## config.mk

```make
export PLATFORM = sky130hd
export DESIGN_NAME = wdt_timer
export DESIGN_NICKNAME = d
export VERILOG_FILES = /design/src/rtl/wdt_timer.sv
export SDC_FILE = /design/constraint.sdc
export NUM_CORES = 1
export LEC_CHECK = 0
export BUFFER_PORTS_ARGS = -buffer_cell sky130_fd_sc_hd__buf_2
export CAP_MARGIN = 20
export CORE_MARGIN = 2
export CORE_UTILIZATION = 52
export DETAILED_ROUTE_END_ITERATION = 8
export HOLD_SLACK_MARGIN = 0.05
export PLACE_DENSITY = 0.83
export SETUP_SLACK_MARGIN = 0.02
export SLEW_MARGIN = 20
export SYNTH_ARGS = -nofsm -noshare
export SYNTH_HDL_FRONTEND = slang
export SYNTH_SLANG_ARGS = --single-unit
```

## constraint.sdc

```tcl
create_clock -name clk -period 3.6 [get_ports clk]
set_input_delay 0.54 -clock clk [delete_from_list [all_inputs] [get_ports clk]]
set_output_delay 0.54 -clock clk [all_outputs]
set_load 0.01 [all_outputs]
```

## src/rtl/wdt_timer.sv

```systemverilog
module wdt_timer #(
  parameter int          CW   = 8,
  parameter int          NTAP = 8,
  parameter logic [7:0]  KEY  = 8'hA5,
  localparam int         SW   = $clog2(NTAP)
) (
  input  logic            clk,
  input  logic            rst_n,
  input  logic            standby,
  input  logic            bus_rd,
  input  logic            bus_wr,
  input  logic            bus_sel,
  input  logic [15:0]     bus_wdata,
  output logic [7:0]      bus_rdata,
  input  logic [NTAP-1:0] tap_in,
  output logic            irq_ovf,
  output logic            nmi_req,
  output logic            rst_req
);

  logic [CW-1:0] cnt;
  logic [SW-1:0] cks;
  logic          ovf, mode, run, rsel, armed, tap_q, rst_q;

  wire key_ok  = bus_wr && (bus_wdata[15:8] == KEY);
  wire wr_ctl  = key_ok && !bus_sel;
  wire wr_cnt  = key_ok && bus_sel;
  wire rd_ctl  = bus_rd && !bus_sel;
  wire tap_now = tap_in[cks];
  wire tick    = run && tap_now && !tap_q;
  wire wrap    = tick && (&cnt);
  wire clr_ovf = wr_ctl && armed && !bus_wdata[7];

  wire [7:0] ctl_byte = {ovf, mode, run, rsel, 1'b1, cks};

  assign bus_rdata = bus_sel ? cnt[7:0] : ctl_byte;
  assign irq_ovf   = ovf && !mode;
  assign nmi_req   = ovf && mode && !rsel;
  assign rst_req   = rst_q;

  always_ff @(posedge clk or negedge rst_n) begin
    if (!rst_n) begin
      cnt   <= '0;
      cks   <= '0;
      ovf   <= 1'b0;
      mode  <= 1'b0;
      run   <= 1'b0;
      rsel  <= 1'b0;
      armed <= 1'b0;
      tap_q <= 1'b0;
      rst_q <= 1'b0;
    end else begin
      tap_q <= tap_now;
      rst_q <= wrap && mode && rsel && !standby;
      if (standby) begin
        cnt   <= '0;
        ovf   <= 1'b0;
        mode  <= 1'b0;
        run   <= 1'b0;
        rsel  <= 1'b0;
        armed <= 1'b0;
      end else begin
        if (wr_ctl) begin
          mode <= bus_wdata[6];
          run  <= bus_wdata[5];
          rsel <= bus_wdata[4];
          cks  <= bus_wdata[SW-1:0];
        end
        armed <= wr_ctl ? 1'b0 : (armed || (rd_ctl && ovf));
        ovf   <= wrap || (ovf && !clr_ovf);
        if (!run)        cnt <= '0;
        else if (wr_cnt) cnt <= bus_wdata[CW-1:0];
        else if (tick)   cnt <= cnt + 1'b1;
      end
    end
  end

endmodule


```

* After elaboration in Yosys (flattened, before gate mapping)
Cells that the tools add are included.
** Operators by class
- Add/sub/neg operators :: 1
- Multiply operators :: 0
- Div/mod/pow operators :: 0
- $lt $le $gt $ge :: 1
- Eq/ne operators :: 2
- Shift-type cells :: 0
- Muxes and demuxes :: 16
- Bitwise gates (word level) :: 1
- Reductions and logical operators :: 29
** Operator list (count)
- 2-to-1 mux 8 bit :: 5
- logical AND 1 bit :: 17
- 2-to-1 mux 1 bit :: 10
- adder 8 x 1 -> 8 bit (second input constant) :: 1
- equality test 8 bit (second input constant) :: 1
- AND reduction 8 bit :: 1
- logical NOT 1 bit :: 7
- less-than comparator 3 x 4 -> 1 bit (second input constant) :: 1
- inequality test 4 x 2 -> 1 bit (second input constant) :: 1
- binary-select mux 1 bit (select 3 bit) :: 1
- logical OR 1 bit :: 2
- AND reduction 2 bit :: 1
- nonzero test 2 bit :: 1
- NOT 1 bit :: 1
** Storage, ports and cells
- Register bits :: 18
- Bits in latches :: 0
- RAM bits :: 0
- Memory bits (read-only) :: 0
- Bits of input ports :: 30
- Output and inout port bits :: 11
- Word-level logic and storage cells :: 59
- Memories kept :: 0

* Depth between registers and ports, before layout
Gate-level depths: netlist (run 1).
- Depth in word-level cells :: 9
- Gate-level depth with buffers :: 6
- Depth with buffers taken out :: 5

* Worst setup path before layout (run 1)
OpenSTA, ideal clock, no wires.
- Path type :: input port to flip-flop
- Start :: in bus_wdata[12]
- End :: reg cks[0]
- Arrival time :: 1.664 ns
- Data required time :: 3.475 ns
- Path slack :: 1.812 ns
- Stages on the path :: 4
- Cell sequence :: nor4bb_1 nand3_1 nor3_1 mux2_2
** Between the ends
- Longest elaborated chain between the ends :: 4
** RTL lines
- start, declared :: line 13 : input logic [15:0] bus_wdata,
- equality test 8 bit :: line 25 : wire key_ok = bus_wr && (bus_wdata[15:8] == KEY);
- logical AND 1 bit :: line 25
- logical AND 1 bit :: line 26 : wire wr_ctl = key_ok && !bus_sel;
- AND reduction 2 bit (no line)
- end signal, assigned :: line 67 : cks <= bus_wdata[SW-1:0];
- end, declared :: line 22 : logic [SW-1:0] cks;
No other way between the ends.
A chain may end at the register's enable or synchronous reset.

* Final worst setup path (run 1)
- Start :: in bus_wdata[12]
- End :: reg cnt[5]
** Between the ends
- Longest elaborated chain between the ends :: 6
- Elaborated cells on any way between the ends :: 7
- Classes of those cells :: 2 x eq/ne; 3 x mux; 2 x reduce/logical
** RTL lines
- equality test 8 bit (*) :: line 25
- logical AND 1 bit (*) :: line 25
- logical AND 1 bit (*) :: line 27 : wire wr_cnt = key_ok && bus_sel;
- 2-to-1 mux 8 bit :: line 72 : else if (wr_cnt) cnt <= bus_wdata[CW-1:0];
- 2-to-1 mux 8 bit :: line 71 : if (!run) cnt <= '0;
- 2-to-1 mux 8 bit :: line 55 : if (standby) begin
- end signal, assigned :: line 72
- end signal, assigned :: line 73 : else if (tick) cnt <= cnt + 1'b1;
- end, declared :: line 21 : logic [CW-1:0] cnt;
Every way passes the cells marked *; elsewhere a longest branch is shown, timed or not.

==> run_results.csv, run 1 <==
group,metric,value,unit
critical_path,required,3.76,ns
timing,max_freq,0.522,GHz
power,power-per-cell-area,265,nW/µm²
global_route,antenna_found_initial,0,
yosys,synth_edf_count,0,
job,maxCapViolCount,0,
critical_path,slowest_stage,"nand4_1",
detailed_routing,wl,2.68,mm
timing,period_needed,1.91,ns
power,switchingPower,84.5,µW
timing,skew,0.00286,ns
critical_path,critPathArrivalTime,2.08,ns
yosys,netlist_instances,114,
cts,clk_pin_slew,0.11,ns
timing,slew_headroom,58.1,%
detailed_routing,detail-route-antenna-nets,0,
cts,post_cts_resize_count,0,
floorplanning,std_cell_rows,16,
layout,antenna_cells,0,
power,power.total,367,µW
place,io_buffers,40,
cts,clock_latency,0.30,ns
layout,drive_above_1_share,39.0,%
yosys,yosys.area.top_type,"dfrtp_1",
cts,numCtsBuffers,3,
power,vdd_drop_max,198,µV
global_route,grt_max_degree,19,
detailed_routing,dr.pass1.iters,4,
critical_path,timing.rr.end,"rst_req",
floorplanning,die_area,2570,µm²
floorplanning,ios,41,
yosys,yosysWarnings,0,
floorplanning,core,2000,µm²
critical_path,endpoint_kind,"flip-flop",
yosys,async_flop_share,100,%
critical_path,cp_cell_sequence,"buf_2 -> nor4bb_1 -> nand4_1 -> o21ai_0 -> a31oi_1",
place,place_congestion,0.839,
detailed_routing,viasPerCell,5.83,
power,power_frac_seq,55.7,%
global_route,grt_pass1_wl,4.45,mm
yosys,yosysSeqAreaShare,39.7,%
yosys,avgSynthCellArea,9.94,µm²
outcome,status,"completed",
critical_path,r2r_start,"cks[0]",
critical_path,regToRegSetupSlack,1.77,ns
global_route,grt_pass1_vias,1022,
layout,nFillCells,161,
detailed_routing,vias,1056,
yosys,syn_nets,145,
yosys,synth_cell_types,35,
yosys,synth_most_common_cell,"dfrtp_1",
cts,cts_tree,"done",
floorplanning,initial_core_util,56.6,%
yosys,synth_top_area_share,39.7,%
cts,clock-root-buffer,"clkbuf_4",
yosys,synth_flop_cell,"dfrtp_1",
power,clkPwrFrac,34.9,%
place,place_hpwl,2.09,mm
cts,htreeDepth,1,
timing,hold_violations,0,
detailed_routing,drtIter0Drc,17,
cts,cts.sinks,18,
detailed_routing,drc,0,
yosys,syn_area,1130,µm²
global_route,globalRouteOverflowTotal,0,
critical_path,crit_path_start_kind,"primary input",
critical_path,reg2reg_depth,5,
critical_path,cpPeakStageDelay,0.57,ns
worst_hold_path,hp-class,"in -> async",
cts,postCtsSetupBuffers,0,
layout,areaGrowthSynthToFinish,21.9,%
cts,cts_buffer_depth,2,
timing,fin_setup_tns,0,ns
critical_path,critPathKind,"in -> reg",
yosys,ys_ff_latch,18,
yosys,yosys-top-cells-area,"dfrtp_1, mux2_2, mux2i_1, o21ai_0, xor2_1",
layout,fin_nets,186,
timing,setup_viol,0,
power,switching_share,23.0,%
timing,slew_violations,0,
floorplanning,die_h,50.7,µm
critical_path,path_max_fanout,17,
global_route,gr-usage-all-layers,22.9,%
cts,holdBufCountCts,0,
yosys,synth_common_cells,"dfrtp_1, mux2_2, mux2i_1, nor2_1, o21ai_0",
timing,worst_pin_slew,0.627,ns
timing,fin_crit_sh,53.2,%
timing,rsz0062_at_grt,"no",
detailed_routing,routedWlPerCell,14.8,µm
floorplanning,die_x,50.7,µm
power,p_int,282,µW
power,p_leak,0.713,nW
power,p_comb_share,9.4,%
==> registers in the layout, summed over array words and instances, names as in the netlist <==
signal,flops
armed,1
cks,3
cnt,8
mode,1
ovf,1
rsel,1
rst_req,1
run,1
tap_q,1
==> logic make-up after synthesis <==
kind of cell	count (synthesis)	share of synthesized area [%]
and+or+nand+nor	42	22.1
AOI/OAI and AO/OA	22	12.8
muxes	19	17.9
DFF	18	39.7
buffers and inverters	8	3.31
xor gates and xnor gates	4	3.09
adders and majority gates	1	1.10
==> worst max path at each step <==
stage	from	end	slack (ns)
after floorplan	bus_wdata[12]	cks[0]	1.81
after CTS	bus_wdata[12]	cnt[5]	1.72
after global routing	bus_wdata[12]	cnt[5]	1.59
final	bus_wdata[12]	cnt[5]	1.69
after detailed placement	bus_wdata[12]	cnt[5]	1.40
after global placement	bus_wdata[12]	cnt[6]	1.56
==> layout make-up <==
type,instances,area (µm²),area share [%]
multi-input cells,88,646,46.7
flip-flops and latches,18,450,32.6
repair buffers,40,200,14.5
clock buffers,4,36.3,2.63
well taps,27,33.8,2.45
inverters,4,15.0,1.09
==> layout by cell type (no fill, tap or decap), types with 2 or more instances in the layout <==
master    count
a211oi_1      2
a21oi_1       5
a31oi_1       4
and3_1        3
buf_2        40
clkbuf_4      3
dfrtp_1      18
inv_1         4
mux2_2       10
mux2i_1       9
nand2_1       4
nand2b_1      3
nand3_1       4
nand4_1       3
nor2_1        9
nor2b_1       3
nor3_1        2
o21ai_0       7
or3_1         2
xor2_1        4
==> metal layers <==
layer / wire length [µm] / track usage (%) / vias up
met5: 0 / 0 / -
met4: 25 / 7.66 / 0
met1: 1140 / 30.9 / 508
met2: 1350 / 37.9 / 49
li1: - / - / 495
met3: 165 / 2.98 / 4
==> worst max-delay path: cells and delay by family <==
family | cells | cell delay, ns
buffers and inverters | 1 | 0.10
AOI/OAI and AO/OA | 2 | 0.51
and+or+nand+nor | 2 | 0.92
==> through the flow <==
step	util (%)	setup WS (ns)	cell area [µm²]	cells	hold WS, ns
floorplan	-	1.81	1130	114	0.244
CTS	69.0	1.72	1380	181	0.155
detailed placement	67.2	1.40	1350	177	0.484
finish	69.0	1.69	1380	181	0.144
global placement	67.2	1.56	1350	177	0.484
global route	69.0	1.59	1380	181	0.159
==> power by group through the flow <==
stage | registers, mW | clock network, mW | logic (mW)
6_report | 0.204 | 0.128 | 0.0343
5_1_grt | 0.205 | 0.139 | 0.0378
4_1_cts | 0.204 | 0.129 | 0.0348
3_5_place_dp | 0.208 | 0 | 0.0347
3_3_place_gp | 0.208 | 0 | 0.0340
2_1_floorplan | 0.208 | 0 | 0.0131
(Power assumes the default switching activity.)
==> run 2, diff against run 1 <==
- CORE_UTILIZATION: 52 -> 44
- PLACE_DENSITY: 0.83 -> 0.75
- clock period: 3.6 -> 1.7 ns (I/O delays scaled with it)
==> run 2 against run 1 <==
Effect of this change: the run now ends with setup timing left; clock power is 110% higher; cell count is 6.1% higher; count of clock-buffer cells in the layout stayed put; die area is 17% higher; first-iteration DRC count stayed put; total power is 110% higher; critical path depth stayed put; clock skew is 0.0026 ns higher; flip-flop and latch count stayed put; sequential share of layout area is 2.0 points lower; critical endpoint is now ovf; largest cell class unchanged; largest power group unchanged.
==> run_results.csv, run 2 (synthesis gave the netlist of run 1 again) <==
group,metric,value,unit
cts,htreeDepth,1,
detailed_routing,wl,2.77,mm
layout,fin_nets,194,
detailed_routing,routedWlPerCell,14.4,µm
layout,reg.largest.list,"cnt: 8 flops, cks: 3 flops",
global_route,gr-usage-all-layers,20.9,%
global_route,globalRouteOverflowTotal,0,
timing,fin_crit_sh,101,%
power,switching_share,23.5,%
layout,antenna_cells,0,
critical_path,reg2reg_depth,5,
floorplanning,die_x,54.8,µm
timing,period_needed,1.71,ns
layout,layout_commonest_cell,"buf_2",
critical_path,startpoint,"cks[0]",
timing,skew,0.00544,ns
layout,top_register,"cnt",
detailed_routing,vias,1064,
cts,cts_tree,"done",
global_route,grt_pass1_vias,993,
critical_path,r2r_start,"cks[0]",
detailed_routing,detail-route-antenna-nets,0,
worst_hold_path,hp-class,"in -> reg",
place,post_dp_cell_area,1390,µm²
timing,rsz0062_at_grt,"yes",
floorplanning,die_area,3000,µm²
detailed_routing,drc,0,
power,power_frac_seq,55.2,%
floorplanning,std_cell_rows,18,
global_route,antenna_found_initial,0,
timing,slew_headroom,72.7,%
timing,setup_viol,1,
timing,fin_setup_tns,-0.00957,ns
timing,max_freq,0.585,GHz
place,place_hpwl,2.12,mm
detailed_routing,dr.pass1.iters,4,
critical_path,crit_path_start_kind,"flip-flop",
critical_path,required,1.95,ns
layout,final_cell_area,1480,µm²
power,clkPwrFrac,35.1,%
timing,worst_pin_slew,0.404,ns
timing,setup_slack,-0.00957,ns
place,io_buffers,40,
floorplanning,die_h,54.8,µm
critical_path,endpoint_kind,"flip-flop",
floorplanning,ios,41,
cts,clock-root-buffer,"clkbuf_4",
power,vdd_drop_max,440,µV
cts,clk_pin_slew,0.11,ns
cts,cts_buffer_depth,2,
critical_path,path_max_fanout,6,
power,p_int,600,µW
power,power-per-cell-area,530,nW/µm²
layout,drive_above_1_share,45.1,%
critical_path,regToRegSetupSlack,-0.01,ns
critical_path,crit_end,"ovf",
cts,cts.sinks,18,
layout,largest_reg_flops,8,
power,p_leak,0.748,nW
layout,utilization,60.2,%
outcome,violations,"setup timing",
detailed_routing,drtIter0Drc,17,
detailed_routing,viasPerCell,5.54,
power,switchingPower,184,µW
timing,hold_slack,0.197,ns
cts,clock_latency,0.31,ns
floorplanning,initial_core_util,46.2,%
global_route,grt_max_degree,19,
critical_path,timing.rr.end,"ovf",
layout,areaGrowthSynthToFinish,30.4,%
global_route,grt_pass1_wl,4.34,mm
power,p_comb_share,9.7,%
job,maxCapViolCount,0,
critical_path,critPathArrivalTime,1.96,ns
place,place_congestion,0.848,
critical_path,critPathKind,"reg -> reg",
cts,numCtsBuffers,3,
floorplanning,core,2450,µm²
outcome,status,"finished with violations",
timing,slew_violations,0,
timing,hold_violations,0,
layout,final_cell_mix,"buf_2, dfrtp_1, mux2_2, nor2_1",
-- run 2: cell types whose count changed in the layout (fill, tap and decap cells not counted), moves of 2 or more --
cell / before / now
buf_4: 0 / 7
mux2i_2: 0 / 2
mux2i_1: 9 / 7
a211oi_2: 0 / 2
a211oi_1: 2 / 0
-- run 2: power by group through the flow --
stage | clock, mW | sequential (mW) | combinational [mW]
2_1_floorplan | 0 | 0.440 | 0.0278
3_3_place_gp | 0 | 0.441 | 0.0725
3_5_place_dp | 0 | 0.441 | 0.0738
4_1_cts | 0.278 | 0.432 | 0.0757
5_1_grt | 0.295 | 0.433 | 0.0853
6_report | 0.275 | 0.432 | 0.0762
-- run 2: stage by stage --
step	worst slack (ns)	total power [mW]	std cells
2_1_floorplan	0.0805	0.467	114
3_3_place_gp	0.0519	0.513	186
3_5_place_dp	-0.0295	0.515	186
4_1_cts	0.0143	0.787	191
5_1_grt	-0.0521	0.814	192
6_report	-0.00957	0.784	192
-- run 2: layer usage --
metal	global-route usage, %	up-vias	part of all wire, %
met4	11.3	0	1.8
met3	3.28	5	4.8
met1	27.3	510	43
met5	0	-	0
li1	-	514	-
met2	32.9	35	50
-- run 2: worst min path at each step --
| stage | depth (start not counted) | to | start |
|---|---|---|---|
| 6_report | 2 | ovf | standby |
| 2_1_floorplan | 0 | armed | rst_n |
| 3_3_place_gp | 1 | mode | rst_n |
| 4_1_cts | 2 | cks[0] | bus_wdata[0] |
| 3_5_place_dp | 1 | mode | rst_n |
| 5_1_grt | 2 | cks[1] | bus_wdata[1] |
-- run 2: timing repair --
action	4_1_cts	5_1_grt
hold endpoints to repair	18	0
pin swaps	1	10
setup endpoints to repair	3	6
buffers inserted	0	1
hold buffers	1	0
gates resized for setup	1	6
-- run 2: cell type report --
| cell class | instances | area [µm²] |
|---|---|---|
| Fill cell | 225 | 977 |
| Clock buffer | 4 | 36.3 |
| Multi-Input combinational cell | 88 | 674 |
| Inverter | 4 | 15.0 |
| Timing Repair Buffer | 48 | 263 |
| Sequential cell | 18 | 452 |
| Tap cell | 30 | 37.5 |
-- run 2: worst max-delay path: stages (launching register included) --
cell and delay [ns]:
dfrtp_2 0.48, mux2i_2 0.18, a21oi_2 0.29, nand4_2 0.15
or3b_4 0.43, a21oi_2 0.12
